$ cat config.mk
export PLATFORM = sky130hd
export DESIGN_NAME = line_evt_ctrl
export DESIGN_NICKNAME = d
export VERILOG_FILES = /design/src/rtl/evt_pkg.sv /design/src/rtl/evt_sync.sv /design/src/rtl/evt_regs.sv /design/src/rtl/evt_lines.sv /design/src/rtl/line_evt_ctrl.sv
export SDC_FILE = /design/constraint.sdc
export NUM_CORES = 1
export LEC_CHECK = 0
export ABC_AREA = 1
export BUFFER_PORTS_ARGS = -buffer_cell sky130_fd_sc_hd__buf_4
export CAP_MARGIN = 10
export CORE_MARGIN = 2
export CORE_UTILIZATION = 50
export DETAILED_ROUTE_END_ITERATION = 12
export PLACE_DENSITY = 0.81
export SYNTH_ARGS = -nofsm -noshare
export SYNTH_HDL_FRONTEND = slang
export SYNTH_SLANG_ARGS = --single-unit
$ cat constraint.sdc
create_clock -name clk -period 20.7 [get_ports clk]
set_clock_uncertainty 0.05 [all_clocks]
set_input_delay 5.175 -clock clk [delete_from_list [all_inputs] [get_ports clk]]
set_output_delay 5.175 -clock clk [all_outputs]
set_load 0.02 [all_outputs]
$ cat src/rtl/evt_pkg.sv
package evt_pkg;
  localparam int unsigned REG_W  = 32;
  localparam int unsigned NBANK  = 2;
  localparam int unsigned WIDE_W = REG_W * NBANK;

  typedef enum logic [2:0] {
    RSEL_IMASK = 3'd0,
    RSEL_EMASK = 3'd1,
    RSEL_RISE  = 3'd2,
    RSEL_FALL  = 3'd3,
    RSEL_SWTRG = 3'd4,
    RSEL_PEND  = 3'd5
  } reg_sel_e;
endpackage

$ cat src/rtl/evt_sync.sv
module evt_sync #(
  parameter int unsigned N      = 36,
  parameter int unsigned STAGES = 2
) (
  input  logic         clk,
  input  logic         rst_n,
  input  logic [N-1:0] din,
  output logic [N-1:0] dout
);
  logic [N-1:0] stg_q [STAGES];

  generate
    for (genvar k = 0; k < STAGES; k++) begin : g_stage
      logic [N-1:0] stg_n;
      if (k == 0) begin : g_first
        assign stg_n = din;
      end else begin : g_next
        assign stg_n = stg_q[k-1];
      end
      always_ff @(posedge clk or negedge rst_n) begin
        if (!rst_n) stg_q[k] <= '0;
        else        stg_q[k] <= stg_n;
      end
    end
  endgenerate

  assign dout = stg_q[STAGES-1];
endmodule

$ cat src/rtl/evt_regs.sv
module evt_regs
  import evt_pkg::*;
#(
  parameter int unsigned    N         = 36,
  parameter logic [N-1:0]   INT_LINES = '0
) (
  input  logic              clk,
  input  logic              rst_n,
  input  logic              bus_sel,
  input  logic              bus_wr,
  input  logic [5:0]        bus_addr,
  input  logic [REG_W-1:0]  bus_wdata,
  output logic [REG_W-1:0]  bus_rdata,
  input  logic [N-1:0]      pend,
  output logic [N-1:0]      imr,
  output logic [N-1:0]      emr,
  output logic [N-1:0]      rtsr,
  output logic [N-1:0]      ftsr,
  output logic [N-1:0]      sw_trig,
  output logic [N-1:0]      pend_clr,
  output logic [N-1:0]      trig_wr_hit
);
  localparam logic [N-1:0] EXT = ~INT_LINES;

  logic [N-1:0] lane_hit, wbit;
  logic [N-1:0] imr_q, emr_q, rtsr_q, ftsr_q, swt_q;
  logic [N-1:0] imr_n, emr_n, rtsr_n, ftsr_n, swt_n, sw_set;
  logic         wr_en;
  logic [2:0]   rsel;

  assign wr_en = bus_sel & bus_wr;
  assign rsel  = bus_addr[4:2];

  // Map each line onto its bank lane and write-data bit
  generate
    for (genvar i = 0; i < N; i++) begin : g_lane
      assign lane_hit[i] = (bus_addr[5] == 1'(i / REG_W));
      assign wbit[i]     = bus_wdata[i % REG_W];
    end
  endgenerate

  function automatic logic [N-1:0] merge(input logic [N-1:0] cur, input logic hit,
                                         input logic [N-1:0] lanes, input logic [N-1:0] bits,
                                         input logic [N-1:0] keep);
    merge = hit ? (((cur & ~lanes) | (bits & lanes)) & keep) : cur;
  endfunction

  always_comb begin
    imr_n  = merge(imr_q,  wr_en && rsel == RSEL_IMASK, lane_hit, wbit, '1);
    emr_n  = merge(emr_q,  wr_en && rsel == RSEL_EMASK, lane_hit, wbit, '1);
    rtsr_n = merge(rtsr_q, wr_en && rsel == RSEL_RISE,  lane_hit, wbit, EXT);
    ftsr_n = merge(ftsr_q, wr_en && rsel == RSEL_FALL,  lane_hit, wbit, EXT);
    sw_set   = (wr_en && rsel == RSEL_SWTRG) ? (wbit & lane_hit & EXT) : '0;
    pend_clr = (wr_en && rsel == RSEL_PEND)  ? (wbit & lane_hit & EXT) : '0;
    trig_wr_hit = (wr_en && (rsel == RSEL_RISE || rsel == RSEL_FALL)) ? lane_hit : '0;
    sw_trig  = sw_set & ~swt_q;
    swt_n    = (swt_q & ~pend_clr) | sw_set;
  end

  always_ff @(posedge clk or negedge rst_n) begin
    if (!rst_n) begin
      imr_q  <= INT_LINES;
      emr_q  <= '0;
      rtsr_q <= '0;
      ftsr_q <= '0;
      swt_q  <= '0;
    end else begin
      imr_q  <= imr_n;
      emr_q  <= emr_n;
      rtsr_q <= rtsr_n;
      ftsr_q <= ftsr_n;
      swt_q  <= swt_n;
    end
  end

  // Read path: widen to both banks; absent mask lines read as 1
  logic [WIDE_W-1:0] w_imr, w_emr, w_rtsr, w_ftsr, w_swt, w_pend;
  always_comb begin
    w_imr  = '1;  w_imr[N-1:0]  = imr_q;
    w_emr  = '0;  w_emr[N-1:0]  = emr_q;
    w_rtsr = '0;  w_rtsr[N-1:0] = rtsr_q;
    w_ftsr = '0;  w_ftsr[N-1:0] = ftsr_q;
    w_swt  = '0;  w_swt[N-1:0]  = swt_q;
    w_pend = '0;  w_pend[N-1:0] = pend & EXT;
    bus_rdata = '0;
    if (bus_sel && !bus_wr) begin
      case (rsel)
        RSEL_IMASK: bus_rdata = w_imr [bus_addr[5]*REG_W +: REG_W];
        RSEL_EMASK: bus_rdata = w_emr [bus_addr[5]*REG_W +: REG_W];
        RSEL_RISE:  bus_rdata = w_rtsr[bus_addr[5]*REG_W +: REG_W];
        RSEL_FALL:  bus_rdata = w_ftsr[bus_addr[5]*REG_W +: REG_W];
        RSEL_SWTRG: bus_rdata = w_swt [bus_addr[5]*REG_W +: REG_W];
        RSEL_PEND:  bus_rdata = w_pend[bus_addr[5]*REG_W +: REG_W];
        default:    bus_rdata = '0;
      endcase
    end
  end

  assign imr  = imr_q;
  assign emr  = emr_q;
  assign rtsr = rtsr_q;
  assign ftsr = ftsr_q;
endmodule

$ cat src/rtl/evt_lines.sv
module evt_lines #(
  parameter int unsigned  N         = 36,
  parameter logic [N-1:0] INT_LINES = '0
) (
  input  logic         clk,
  input  logic         rst_n,
  input  logic [N-1:0] lvl,
  input  logic         stop_mode,
  input  logic [N-1:0] imr,
  input  logic [N-1:0] emr,
  input  logic [N-1:0] rtsr,
  input  logic [N-1:0] ftsr,
  input  logic [N-1:0] sw_trig,
  input  logic [N-1:0] pend_clr,
  input  logic [N-1:0] trig_wr_hit,
  output logic [N-1:0] pend,
  output logic [N-1:0] irq_req,
  output logic         evt_pulse
);
  localparam logic [N-1:0] EXT = ~INT_LINES;

  logic [N-1:0] prev_q, pend_q, iirq_q;
  logic [N-1:0] pend_n, iirq_n, evt_hit, rise, fall;
  logic         evt_q, evt_n;

  assign rise = lvl & ~prev_q;
  assign fall = ~lvl & prev_q;

  generate
    for (genvar i = 0; i < N; i++) begin : g_line
      if (INT_LINES[i]) begin : g_int
        assign pend_n[i]  = 1'b0;
        assign iirq_n[i]  = rise[i] & imr[i] & stop_mode;
        assign evt_hit[i] = rise[i] & emr[i] & stop_mode;
      end else begin : g_ext
        logic hw_edge, set_p;
        assign hw_edge    = (rise[i] & rtsr[i]) | (fall[i] & ftsr[i]);
        assign set_p      = ((hw_edge & ~trig_wr_hit[i]) | sw_trig[i]) & imr[i];
        assign pend_n[i]  = (pend_q[i] & ~pend_clr[i]) | set_p;
        assign iirq_n[i]  = 1'b0;
        assign evt_hit[i] = (hw_edge | sw_trig[i]) & emr[i];
      end
    end
  endgenerate

  assign evt_n = |evt_hit;

  always_ff @(posedge clk or negedge rst_n) begin
    if (!rst_n) begin
      prev_q <= '0;
      pend_q <= '0;
      iirq_q <= '0;
      evt_q  <= 1'b0;
    end else begin
      prev_q <= lvl;
      pend_q <= pend_n;
      iirq_q <= iirq_n;
      evt_q  <= evt_n;
    end
  end

  assign pend      = pend_q;
  assign irq_req   = (pend_q & imr & EXT) | iirq_q;
  assign evt_pulse = evt_q;
endmodule

$ cat src/rtl/line_evt_ctrl.sv
module line_evt_ctrl
  import evt_pkg::*;
#(
  parameter int unsigned  NUM_LINES   = 36,
  parameter int unsigned  SYNC_STAGES = 2,
  parameter logic [NUM_LINES-1:0] INT_LINES = 36'hC_1F80_0000
) (
  input  logic                 clk,
  input  logic                 rst_n,
  input  logic                 bus_sel,
  input  logic                 bus_wr,
  input  logic [5:0]           bus_addr,
  input  logic [REG_W-1:0]     bus_wdata,
  output logic [REG_W-1:0]     bus_rdata,
  input  logic [NUM_LINES-1:0] line_in,
  input  logic                 stop_mode,
  output logic [NUM_LINES-1:0] irq_req,
  output logic                 evt_pulse,
  output logic                 wake_req
);
  // Reset: asserted asynchronously, released on a clock edge
  logic [1:0] rst_sync_q;
  logic       rst_int_n;
  always_ff @(posedge clk or negedge rst_n) begin
    if (!rst_n) rst_sync_q <= 2'b00;
    else        rst_sync_q <= {rst_sync_q[0], 1'b1};
  end
  assign rst_int_n = rst_sync_q[1];

  logic [NUM_LINES-1:0] lvl, pend, imr_q, emr_q, rtsr_q, ftsr_q;
  logic [NUM_LINES-1:0] sw_trig, pend_clr, trig_wr_hit;

  evt_sync #(.N(NUM_LINES), .STAGES(SYNC_STAGES)) u_sync (
    .clk(clk), .rst_n(rst_int_n), .din(line_in), .dout(lvl)
  );

  evt_regs #(.N(NUM_LINES), .INT_LINES(INT_LINES)) u_regs (
    .clk(clk), .rst_n(rst_int_n),
    .bus_sel(bus_sel), .bus_wr(bus_wr), .bus_addr(bus_addr),
    .bus_wdata(bus_wdata), .bus_rdata(bus_rdata),
    .pend(pend), .imr(imr_q), .emr(emr_q), .rtsr(rtsr_q), .ftsr(ftsr_q),
    .sw_trig(sw_trig), .pend_clr(pend_clr), .trig_wr_hit(trig_wr_hit)
  );

  evt_lines #(.N(NUM_LINES), .INT_LINES(INT_LINES)) u_lines (
    .clk(clk), .rst_n(rst_int_n), .lvl(lvl), .stop_mode(stop_mode),
    .imr(imr_q), .emr(emr_q), .rtsr(rtsr_q), .ftsr(ftsr_q),
    .sw_trig(sw_trig), .pend_clr(pend_clr), .trig_wr_hit(trig_wr_hit),
    .pend(pend), .irq_req(irq_req), .evt_pulse(evt_pulse)
  );

  assign wake_req = (|irq_req) | evt_pulse;
endmodule

Word-level counts from Yosys, hierarchy flattened:

Index checks and enable logic that the tools add are counted.

* muxes and demuxes: 5
* shifts and indexed selects: 6
* reduce and logical (&&, ||, !) cells: 13
* bitwise operators: 392
* equality and inequality tests: 5

Operators with widths (count)
* variable part select 64 x 7 -> 32 bit: 6
* bitwise AND 1 bit: 201
* one-hot mux 32 bit (6 select lines): 1
* bitwise AND 36 bit: 5
* bitwise AND 34 bit: 5
* OR 1 bit: 113
* NOT 36 bit: 3
* OR 36 bit: 3
* 2-to-1 mux 34 bit: 3
* OR reduction 36 bit: 2
* NOT 34 bit: 2
* OR 34 bit: 2
* NOT 1 bit: 57
* OR 34 x 36 -> 36 bit: 1
* 2-to-1 mux 32 bit: 1
* logical AND 1 bit: 8
* equality test 3 x 2 -> 1 bit, second input constant: 2
* equality test 3 bit, second input constant: 2
* equality test 3 x 1 -> 1 bit, second input constant: 1
* zero test 3 bit: 1
* zero test 1 bit: 1
* logical OR 1 bit: 1

* logic and storage cells: 433
* flip-flop bits (word level): 311
* input bits: 79
* output and inout port bits: 70

Logic depth before layout (Yosys ltp):

Gate-level depths: netlist (run 1).

* depth in word-level cells: 9
* mapped depth: 14
* gate-level depth less buffers: 11

Modules after synthesis:

A second synthesis (run 1) with hierarchy kept.

* cells, all modules: 1646
* area, all modules: 14456.4 µm²

Modules (own cells, without submodules)
* evt_regs: instances 1, area each 8752.1 µm², cells an instance 1036
* evt_lines: instances 1, area each 3721.1 µm², cells an instance 504
* evt_sync: instances 1, area each 1801.7 µm², cells an instance 72
* line_evt_ctrl: instances 1, area each 181.4 µm², cells an instance 34

Worst setup path after synthesis (run 1):

OpenSTA, ideal clock, no wires.

* path kind: input -> output
* from: input port bus_addr[2]
* to: output port bus_rdata[2]
* setup slack: 9.032 ns
* arrival time: 6.443 ns
* data required time: 15.475 ns
* stages: 7
* path through: buf_6 nor2_4 a21oi_1 inv_1 buf_2 a21oi_1 a211oi_1

* word-level cells in the longest chain between the ends: 3
* elaborated cells between the ends (all ways): 8
* those cells by class: eq/ne: 5; mux: 2; reduce/logical: 1

RTL lines
* start: declaration: RTL line line_evt_ctrl.sv:12 `input logic [5:0] bus_addr,`
* equality test 3 bit (tied with other cells): RTL line evt_regs.sv:87 `case (rsel)`
* one-hot mux 32 bit (6 select lines) *: RTL line evt_regs.sv:87
* 2-to-1 mux 32 bit *: RTL line evt_regs.sv:86 `if (bus_sel && !bus_wr) begin`
* end: declaration: RTL line line_evt_ctrl.sv:14 `output logic [REG_W-1:0] bus_rdata,`

Mark *: on every way between the ends. The rest lies on a longest branch, timed or not.

Worst setup path after layout (run 1):

* from: input port bus_addr[4]
* to: output port bus_rdata[3]

Same word-level chain as after synthesis.

==> results of run 1 <==
-- cells in the mapped netlist (all sizes together) --
| library cell | count | share of area, % |
|---|---|---|
| nor3 | 7 | 0.27 |
| nor4 | 4 | 0.20 |
| or2 | 1 | 0.049 |
| nand3b | 5 | 0.29 |
| o211ai | 3 | 0.18 |
| conb | 1 | 0.029 |
| nor2 | 133 | 4.1 |
| nand3 | 71 | 2.8 |
| clkbuf | 20 | 0.59 |
| o22ai | 89 | 4.3 |
| a22oi | 10 | 0.59 |
| o221ai | 4 | 0.27 |
| dfstp | 8 | 1.6 |
| o21ai | 158 | 6.2 |
| a21boi | 1 | 0.059 |
| dfrtp | 295 | 58 |
| a31oi | 9 | 0.44 |
| a211oi | 13 | 0.76 |
| inv | 209 | 6.1 |
| o2111ai | 4 | 0.27 |
| nand4 | 9 | 0.44 |
| a21oi | 72 | 2.8 |
| buf | 39 | 1.7 |
| nand2 | 277 | 8.2 |
-- routing by layer --
layer | track usage, % | vias to the layer above | wire [um]
met5 | 0 | - | 0
met4 | 15.2 | 0 | 1830
met3 | 4.87 | 150 | 3740
met2 | 42.8 | 724 | 17000
met1 | 37.0 | 5337 | 14300
li1 | - | 5000 | -
-- final cells by class --
class | instances | share of cell area [%]
Inverter | 209 | 5.20
Clock inverter | 2 | 0.0664
Sequential cell | 303 | 50.4
Timing Repair Buffer | 155 | 7.80
Clock buffer | 51 | 6.24
Multi-Input combinational cell | 871 | 27.6
Tap cell | 330 | 2.74
-- worst max path at each step --
stage	startpoint	endpoint	slack [ps]	cells after the start
after global placement	bus_addr[4]	bus_rdata[3]	8300	11
after floorplan	bus_addr[2]	bus_rdata[2]	9030	7
after CTS	bus_addr[4]	bus_rdata[3]	8280	11
final	bus_addr[4]	bus_rdata[3]	8210	11
after detailed placement	bus_addr[4]	bus_rdata[3]	8310	11
after global routing	bus_addr[4]	bus_rdata[3]	8090	11
-- logic make-up after synthesis --
family,after synthesis,share of synthesized area [%]
compound gates,363,15.9
buf+inv,268,8.43
flops,303,59.2
other cells,1,0.0293
simple gates,507,16.4
-- report_power, final --
part | switching [mW] | internal [mW] | total, mW | leakage [nW]
logic | 0.168 | 0.0970 | 0.265 | 3.53
clock network | 0.223 | 0.305 | 0.528 | 0.468
registers | 0.0593 | 0.683 | 0.742 | 3.56
-- per-stage QoR --
| step | hold slack (ps) | util [%] | power, mW |
|---|---|---|---|
| 2_1_floorplan | 281 | - | 0.908 |
| 3_3_place_gp | 281 | 56.1 | 0.996 |
| 3_5_place_dp | 285 | 56.1 | 1.01 |
| 4_1_cts | 297 | 59.9 | 1.53 |
| 5_1_grt | 301 | 59.9 | 1.61 |
| 6_report | 295 | 59.9 | 1.54 |
-- critical path: cells and delay by family --
| kind | cells | cell delay, ps |
|---|---|---|
| AND/OR/NAND/NOR | 5 | 700 |
| AO/OA/AOI/OAI | 1 | 210 |
| buffers and inverters | 5 | 1160 |
==> results_dict.tcl, run 1 <==
set metrics [dict create \
    status "complete, no violations" \
    maxSlewHeadroom_pct 28.6 \
    cts_tree "built" \
    r2r_start "rst_sync_q[1]" \
    syn_avg_cell_area_um2 8.89 \
    synth_area_um2 12800 \
    cts_setup_buffers 0 \
    cts_sinks 303 \
    grt_usage_pct 27.6 \
    dp_hpwl_um 22800 \
    clockBufferDepth 3 \
    tns_ps 0 \
    cts_resized 0 \
    synth-warning-count 0 \
    final_max_slew_viol_count 0 \
    regArea_um2 7600 \
    multi_input_area_um2 4150 \
    r2r_end "u_regs.swt_q[6]" \
    wirelength_um 36900 \
    place_inst 1868 \
    finalNonFillerCells 1921 \
    clkLatencyLatePin_ps 560 \
    path_clk_slew_ps 60 \
    vias 11200 \
    overflow 0 \
    pin_count 149 \
    wire_per_inst_um 19.2 \
    coreArea_um2 25200 \
    insertedDiodeCount 0 \
    crit_path_end_kind "output pin" \
    worstHoldStart "u_sync.g_stage[1].stg_n[14]" \
    clockRootBuffer "clkbuf_16" \
    gp_congestion 0.880 \
    max_freq_ghz 0.0801 \
    rows 58 \
    cap_violations 0 \
    rsz0062_at_grt "no" \
    ys_seq_area_share_pct 59.2 \
    hold_buffers 0 \
    cp_max_fo 22 \
    drt-initial-drc-count 1412 \
    setup_violations 0 \
    power.leakage_nw 7.55 \
    antenna_found_initial 0 \
    drive_gt1_share_pct 14.2 \
    layout_commonest_cell "dfrtp_1" \
    dp_slack_ps 8310 \
    syn_to_final_growth_pct 17.6 \
    synth.net_count 1521 \
    yosysUniqueCellTypes 33 \
    ff2ff_setup_slack_ps 18060 \
    ant_nets 0 \
    start_util_pct 50.9 \
    drc_errors 0 \
    place_area_um2 14100 \
    grt_pass1_wl_um 57300 \
    irDropWorstVdd_v 0.0000465 \
    holdPathStages 0 \
    final_cell_mix "dfrtp_1, nand2_1, inv_1" \
    grt_max_degree 172 \
    ys_ff_latch 303 \
    crit_path_start_kind "primary input" \
    worst_pin_slew_ps 1070 \
    firstDrtPassIters 6 \
    die_h_um 164 \
    critPathKind "primary input to output pin" \
    cp_slowest_cell "buf_4" \
    finalInstanceArea_um2 15100 \
    cts_buffers 31 \
    htreeDepth 1 \
    hold_viol 0 \
    nNetsFinal 1650 \
    synth_cells 1442 \
    max_stage_delay_ps 400 \
    path_cells "buf_4, nand2_1, inv_1, a21oi_1, clkinv_1, buf_4, nand2_1, nand2_1, nor3_1, nor3_1, buf_4" \
    dieArea_um2 26900 \
    powerDensity_nw_per_um2 102 \
    dieWidth_um 164 \
    hp-class "flop to flop" \
    holdPathEnd "u_sync.dout[14]" \
    period_share_pct 60.3 \
    cp_data_arrival_time_ps 7260 \
    filler_cell_count 2073 \
    setup_ws_ps 8210 \
    viasPerCell 5.84 \
    io_buffers 146 \
    grt_pass1_vias 11000 \
    r2r_cells 2 \
    worstPathRequired_ps 15480 \
    finalCriticalPeriod_ps 12490 \
]
Note: power is estimated with default switching activity, not from simulation.
==> inputs of run 2 (changes only) <==
Settings changed: PLACE_DENSITY 0.81 to 0.84.
Clock period 20.7 ns to 11.47 ns, I/O delays scaled along.
==> run 2 against run 1 <==
Against the previous run: hold slack got worse by 100 ps; via count barely moved; die area did not move; sequential power rose by 81%; global-route usage rose by 0.52 points.
==> results_dict.tcl, run 2 (same netlist as run 1, synthesis figures left out) <==
set metrics [dict create \
    gp_congestion 0.881 \
    wire_per_inst_um 19.4 \
    period_share_pct 69.6 \
    max_freq_ghz 0.125 \
    cts_sinks 303 \
    clockRootBuffer "clkbuf_16" \
    finalCriticalPeriod_ps 7980 \
    tns_ps 0 \
    viasPerCell 5.82 \
    io_buffers 146 \
    rows 58 \
    rsz0062_at_grt "no" \
    worstPathRequired_ps 8550 \
    syn_to_final_growth_pct 18.6 \
    nNetsFinal 1654 \
    layout_commonest_cell "dfrtp_1" \
    r2r_start "rst_sync_q[1]" \
    hold_viol 0 \
    dieArea_um2 26900 \
    crit_path_start_kind "primary input" \
    powerDensity_nw_per_um2 189 \
    maxSlewHeadroom_pct 20.7 \
    antenna_found_initial 0 \
    setup_violations 0 \
    total_power_mw 2.87 \
    dp_slack_ps 3620 \
    r2r_cells 1 \
    grt_usage_pct 28.1 \
    clkLatencyLatePin_ps 520 \
    worst_pin_slew_ps 1190 \
    pin_count 149 \
    r2r_end "u_sync.g_stage[1].stg_n[0]" \
    dieWidth_um 164 \
    insertedDiodeCount 0 \
    cp_max_fo 17 \
    cts_resized 0 \
    setup_ws_ps 3490 \
    final_max_slew_viol_count 0 \
    grt_pass1_wl_um 58300 \
    ant_nets 0 \
    cts_setup_buffers 0 \
    critPathKind "primary input to output pin" \
    grt_max_degree 203 \
    firstDrtPassIters 8 \
    dp_hpwl_um 23000 \
    vias 11200 \
    cts_buffers 34 \
    clockBufferDepth 3 \
    cap_violations 0 \
    crit_path_end_kind "output pin" \
    cts_tree "built" \
    path_clk_slew_ps 60 \
    irDropWorstVdd_v 0.000118 \
    die_h_um 164 \
    coreArea_um2 25200 \
    wirelength_um 37300 \
    ff2ff_setup_slack_ps 9710 \
    drt-initial-drc-count 1442 \
    power.leakage_nw 7.62 \
    hp-class "flop to async pin" \
    htreeDepth 2 \
    status "complete, no violations" \
    cp_data_arrival_time_ps 5060 \
    drive_gt1_share_pct 14.4 \
    overflow 0 \
    start_util_pct 50.9 \
    hold_buffers 0 \
    drc_errors 0 \
    final_cell_mix "dfrtp_1, nand2_1, inv_1" \
    grt_pass1_vias 11200 \
    filler_cell_count 2008 \
]
[run 2: final cells by class]
type | instances | area, um^2 | share of cell area (%)
clock buffers | 54 | 1030 | 6.76
clock inverters | 3 | 43.8 | 0.288
inverters | 209 | 785 | 5.16
multi-input cells | 871 | 4150 | 27.3
flip-flops and latches | 303 | 7600 | 50.0
well taps | 330 | 413 | 2.72
repair buffers | 156 | 1180 | 7.79
[run 2: worst max-delay path by stage]
stage                       start      endpoint  slack, ps  cells past startpoint
floorplan           rst_sync_q[1]     async pin       2360                      0
CTS                   bus_addr[2]  bus_rdata[1]       3620                     10
detailed placement    bus_addr[2]  bus_rdata[1]       3620                     10
global route          bus_addr[2]  bus_rdata[1]       3560                     10
finish                bus_addr[2]  bus_rdata[1]       3490                     10
global placement      bus_addr[2]  bus_rdata[1]       3670                     10
[run 2: power breakdown]
group | internal [mW] | switching [mW]
Combinational | 0.175 | 0.309
Clock | 0.633 | 0.417
Sequential | 1.23 | 0.106
Total | 2.04 | 0.832
[run 2: metal layers]
layer	share of wire [%]	global-route usage, %	vias to the layer above
li1	-	-	5020
met1	38	36.8	5285
met2	46	44.0	751
met3	11	6.21	159
met4	4.8	14.5	0
met5	0	0	-
[run 2: critical path, cell delays in order]
cell	delay (ps)
buf_4	150
nor2_4	110
a21oi_1	90
inv_1	580
buf_4	430
nand2_1	110
nand2_1	70
nor3_1	90
nor3_1	340
buf_4	210
[run 2: stage by stage]
step	instance area, um^2	hold WS (ps)	cells	util (%)
finish	15200	193	1926	60.4
global placement	14100	199	1869	56.1
floorplan	12800	281	1442	-
global route	15200	231	1926	60.4
detailed placement	14100	206	1869	56.1
CTS	15200	210	1926	60.4
==> inputs of run 3 (changes only) <==
Settings changed: PLACE_DENSITY 0.84 to 0.81.
Clock period 11.47 ns to 8.1 ns, I/O delays scaled along.
==> run 3 against run 2 <==
Against the previous run: routed wire length down 0.35%; non-clock buffer count grew 3; die area is the same; critical path depth down 2; sequential power is 42% higher; sequential share of layout area up 0.13 points; count of clock-buffer cells in the layout down 3; first-iteration DRC count shrank 7.7%; combinational power increased by 40%; critical path type unchanged; largest cell class unchanged; largest power group unchanged.
==> results_dict.tcl, run 3 (same netlist as run 1, synthesis figures left out) <==
set metrics [dict create \
    r2r_start "rst_sync_q[1]" \
    wire_per_inst_um 19.3 \
    clockRootBuffer "clkbuf_16" \
    rows 58 \
    cts_setup_buffers 0 \
    cp_slowest_cell "nand3_1" \
    path_clk_slew_ps 60 \
    worstHoldStart "u_sync.g_stage[1].stg_n[27]" \
    combinationalPowerShare_pct 17.0 \
    vias 11200 \
    dp_slack_ps 1920 \
    status "complete, no violations" \
    viasPerCell 5.83 \
    rsz0062_at_grt "no" \
    coreArea_um2 25200 \
    intPower_mw 2.83 \
    antenna_found_initial 0 \
    grt_usage_pct 27.9 \
    die_h_um 164 \
    overflow 0 \
    dieArea_um2 26900 \
    crit_path_end_kind "output pin" \
    pin_count 149 \
    critPathKind "primary input to output pin" \
    syn_to_final_growth_pct 18.3 \
    final_cell_mix "dfrtp_1, nand2_1, inv_1" \
    finalInstanceArea_um2 15200 \
    nNetsFinal 1654 \
    gp_congestion 0.905 \
    tns_ps 0 \
    whs_ps 295 \
    hold_buffers 0 \
    p_sw_mw 1.16 \
    firstDrtPassIters 6 \
    drt-initial-drc-count 1331 \
    cts_buffers 31 \
    place_area_um2 14100 \
    pwr-share-seq_pct 47.5 \
    grt_pass1_vias 11000 \
    final_util_pct 60.2 \
    dieWidth_um 164 \
    worstPathRequired_ps 6030 \
    cap_violations 0 \
    start_util_pct 50.9 \
    holdPathStages 0 \
    maxSlewHeadroom_pct 28.4 \
    path_cells "buf_4, inv_1, nand3_1, buf_4, o221ai_1, nor2_1, a211oi_1, buf_4" \
    crit_path_start_kind "primary input" \
    cp_common_cell "buf_4" \
    r2r_end "u_sync.dout[0]" \
    ff2ff_setup_slack_ps 5750 \
    clkLatencyLatePin_ps 570 \
    clockBufferDepth 3 \
    cp_data_arrival_time_ps 4230 \
    ant_nets 0 \
    hold_viol 0 \
    hp-class "flop to flop" \
    layout_commonest_cell "dfrtp_1" \
    finalCriticalPeriod_ps 6310 \
    finalNonFillerCells 1928 \
    max_freq_ghz 0.159 \
    period_share_pct 77.9 \
    max_stage_delay_ps 620 \
    cts_tree "built" \
    clkPwrFrac_pct 35.5 \
    final_max_slew_viol_count 0 \
    irDropWorstVdd_v 0.000150 \
    dp_hpwl_um 23300 \
    drc_errors 0 \
    htreeDepth 1 \
    insertedDiodeCount 0 \
    power.leakage_nw 7.61 \
    powerDensity_nw_per_um2 264 \
    total_power_mw 4.00 \
    setup_violations 0 \
    cts_sinks 303 \
    sw_frac_of_total_pct 29.1 \
    drive_gt1_share_pct 14.7 \
    grt_pass1_wl_um 58000 \
    grt_max_degree 73 \
    holdPathEnd "u_sync.dout[27]" \
    place_inst 1872 \
    setup_ws_ps 1790 \
    cts_resized 0 \
    cp_max_fo 12 \
    worst_pin_slew_ps 1070 \
    io_buffers 146 \
    r2r_cells 2 \
    filler_cell_count 2062 \
    wirelength_um 37200 \
]
==> run 3: cell types whose count changed in the layout (fill, tap and decap cells not counted), sizes merged <==
cell,previous run,this run
buf,156,159
clkbuf,54,51
clkinv,1,5
inv,210,208
==> run 3: power by group through the flow <==
stage | combinational [mW] | clock (mW) | sequential, mW
2_1_floorplan | 0.425 | 0 | 1.89
3_3_place_gp | 0.642 | 0 | 1.91
3_5_place_dp | 0.664 | 0 | 1.92
4_1_cts | 0.673 | 1.43 | 1.89
5_1_grt | 0.754 | 1.50 | 1.92
6_report | 0.680 | 1.42 | 1.90
==> run 3: routing by layer <==
layer	up-vias	track usage, %	wire length, um
met2	711	44.6	17600
li1	5014	-	-
met3	140	5.96	3780
met5	-	0	0
met4	0	13.0	1570
met1	5375	36.7	14300
==> run 3: how the worst max path moves through the flow <==
stage                           start  slack, ps  cells past startpoint      endpoint
after floorplan           bus_addr[2]       2730                      7  bus_rdata[2]
after detailed placement  bus_addr[3]       1920                      8  bus_rdata[2]
after global placement    bus_addr[3]       1950                      8  bus_rdata[2]
after global routing      bus_addr[4]       1760                     11  bus_rdata[3]
final                     bus_addr[3]       1790                      8  bus_rdata[2]
after CTS                 bus_addr[3]       1910                      8  bus_rdata[2]
==> run 3: final cells by class <==
| cell class | count | area (um^2) | share of cell area (%) |
|---|---|---|---|
| repair buffers | 159 | 1190 | 7.87 |
| flip-flops and latches | 303 | 7600 | 50.1 |
| clock inverters | 5 | 50.0 | 0.330 |
| well taps | 330 | 413 | 2.72 |
| clock buffers | 51 | 971 | 6.41 |
| multi-input cells | 871 | 4150 | 27.4 |
| inverters | 209 | 785 | 5.18 |
==> run 3: critical path: cells and delay by family <==
| kind | cells | cell delay, ps |
|---|---|---|
| buffers and inverters | 4 | 940 |
| AND/OR/NAND/NOR | 2 | 740 |
| AO/OA/AOI/OAI | 2 | 520 |
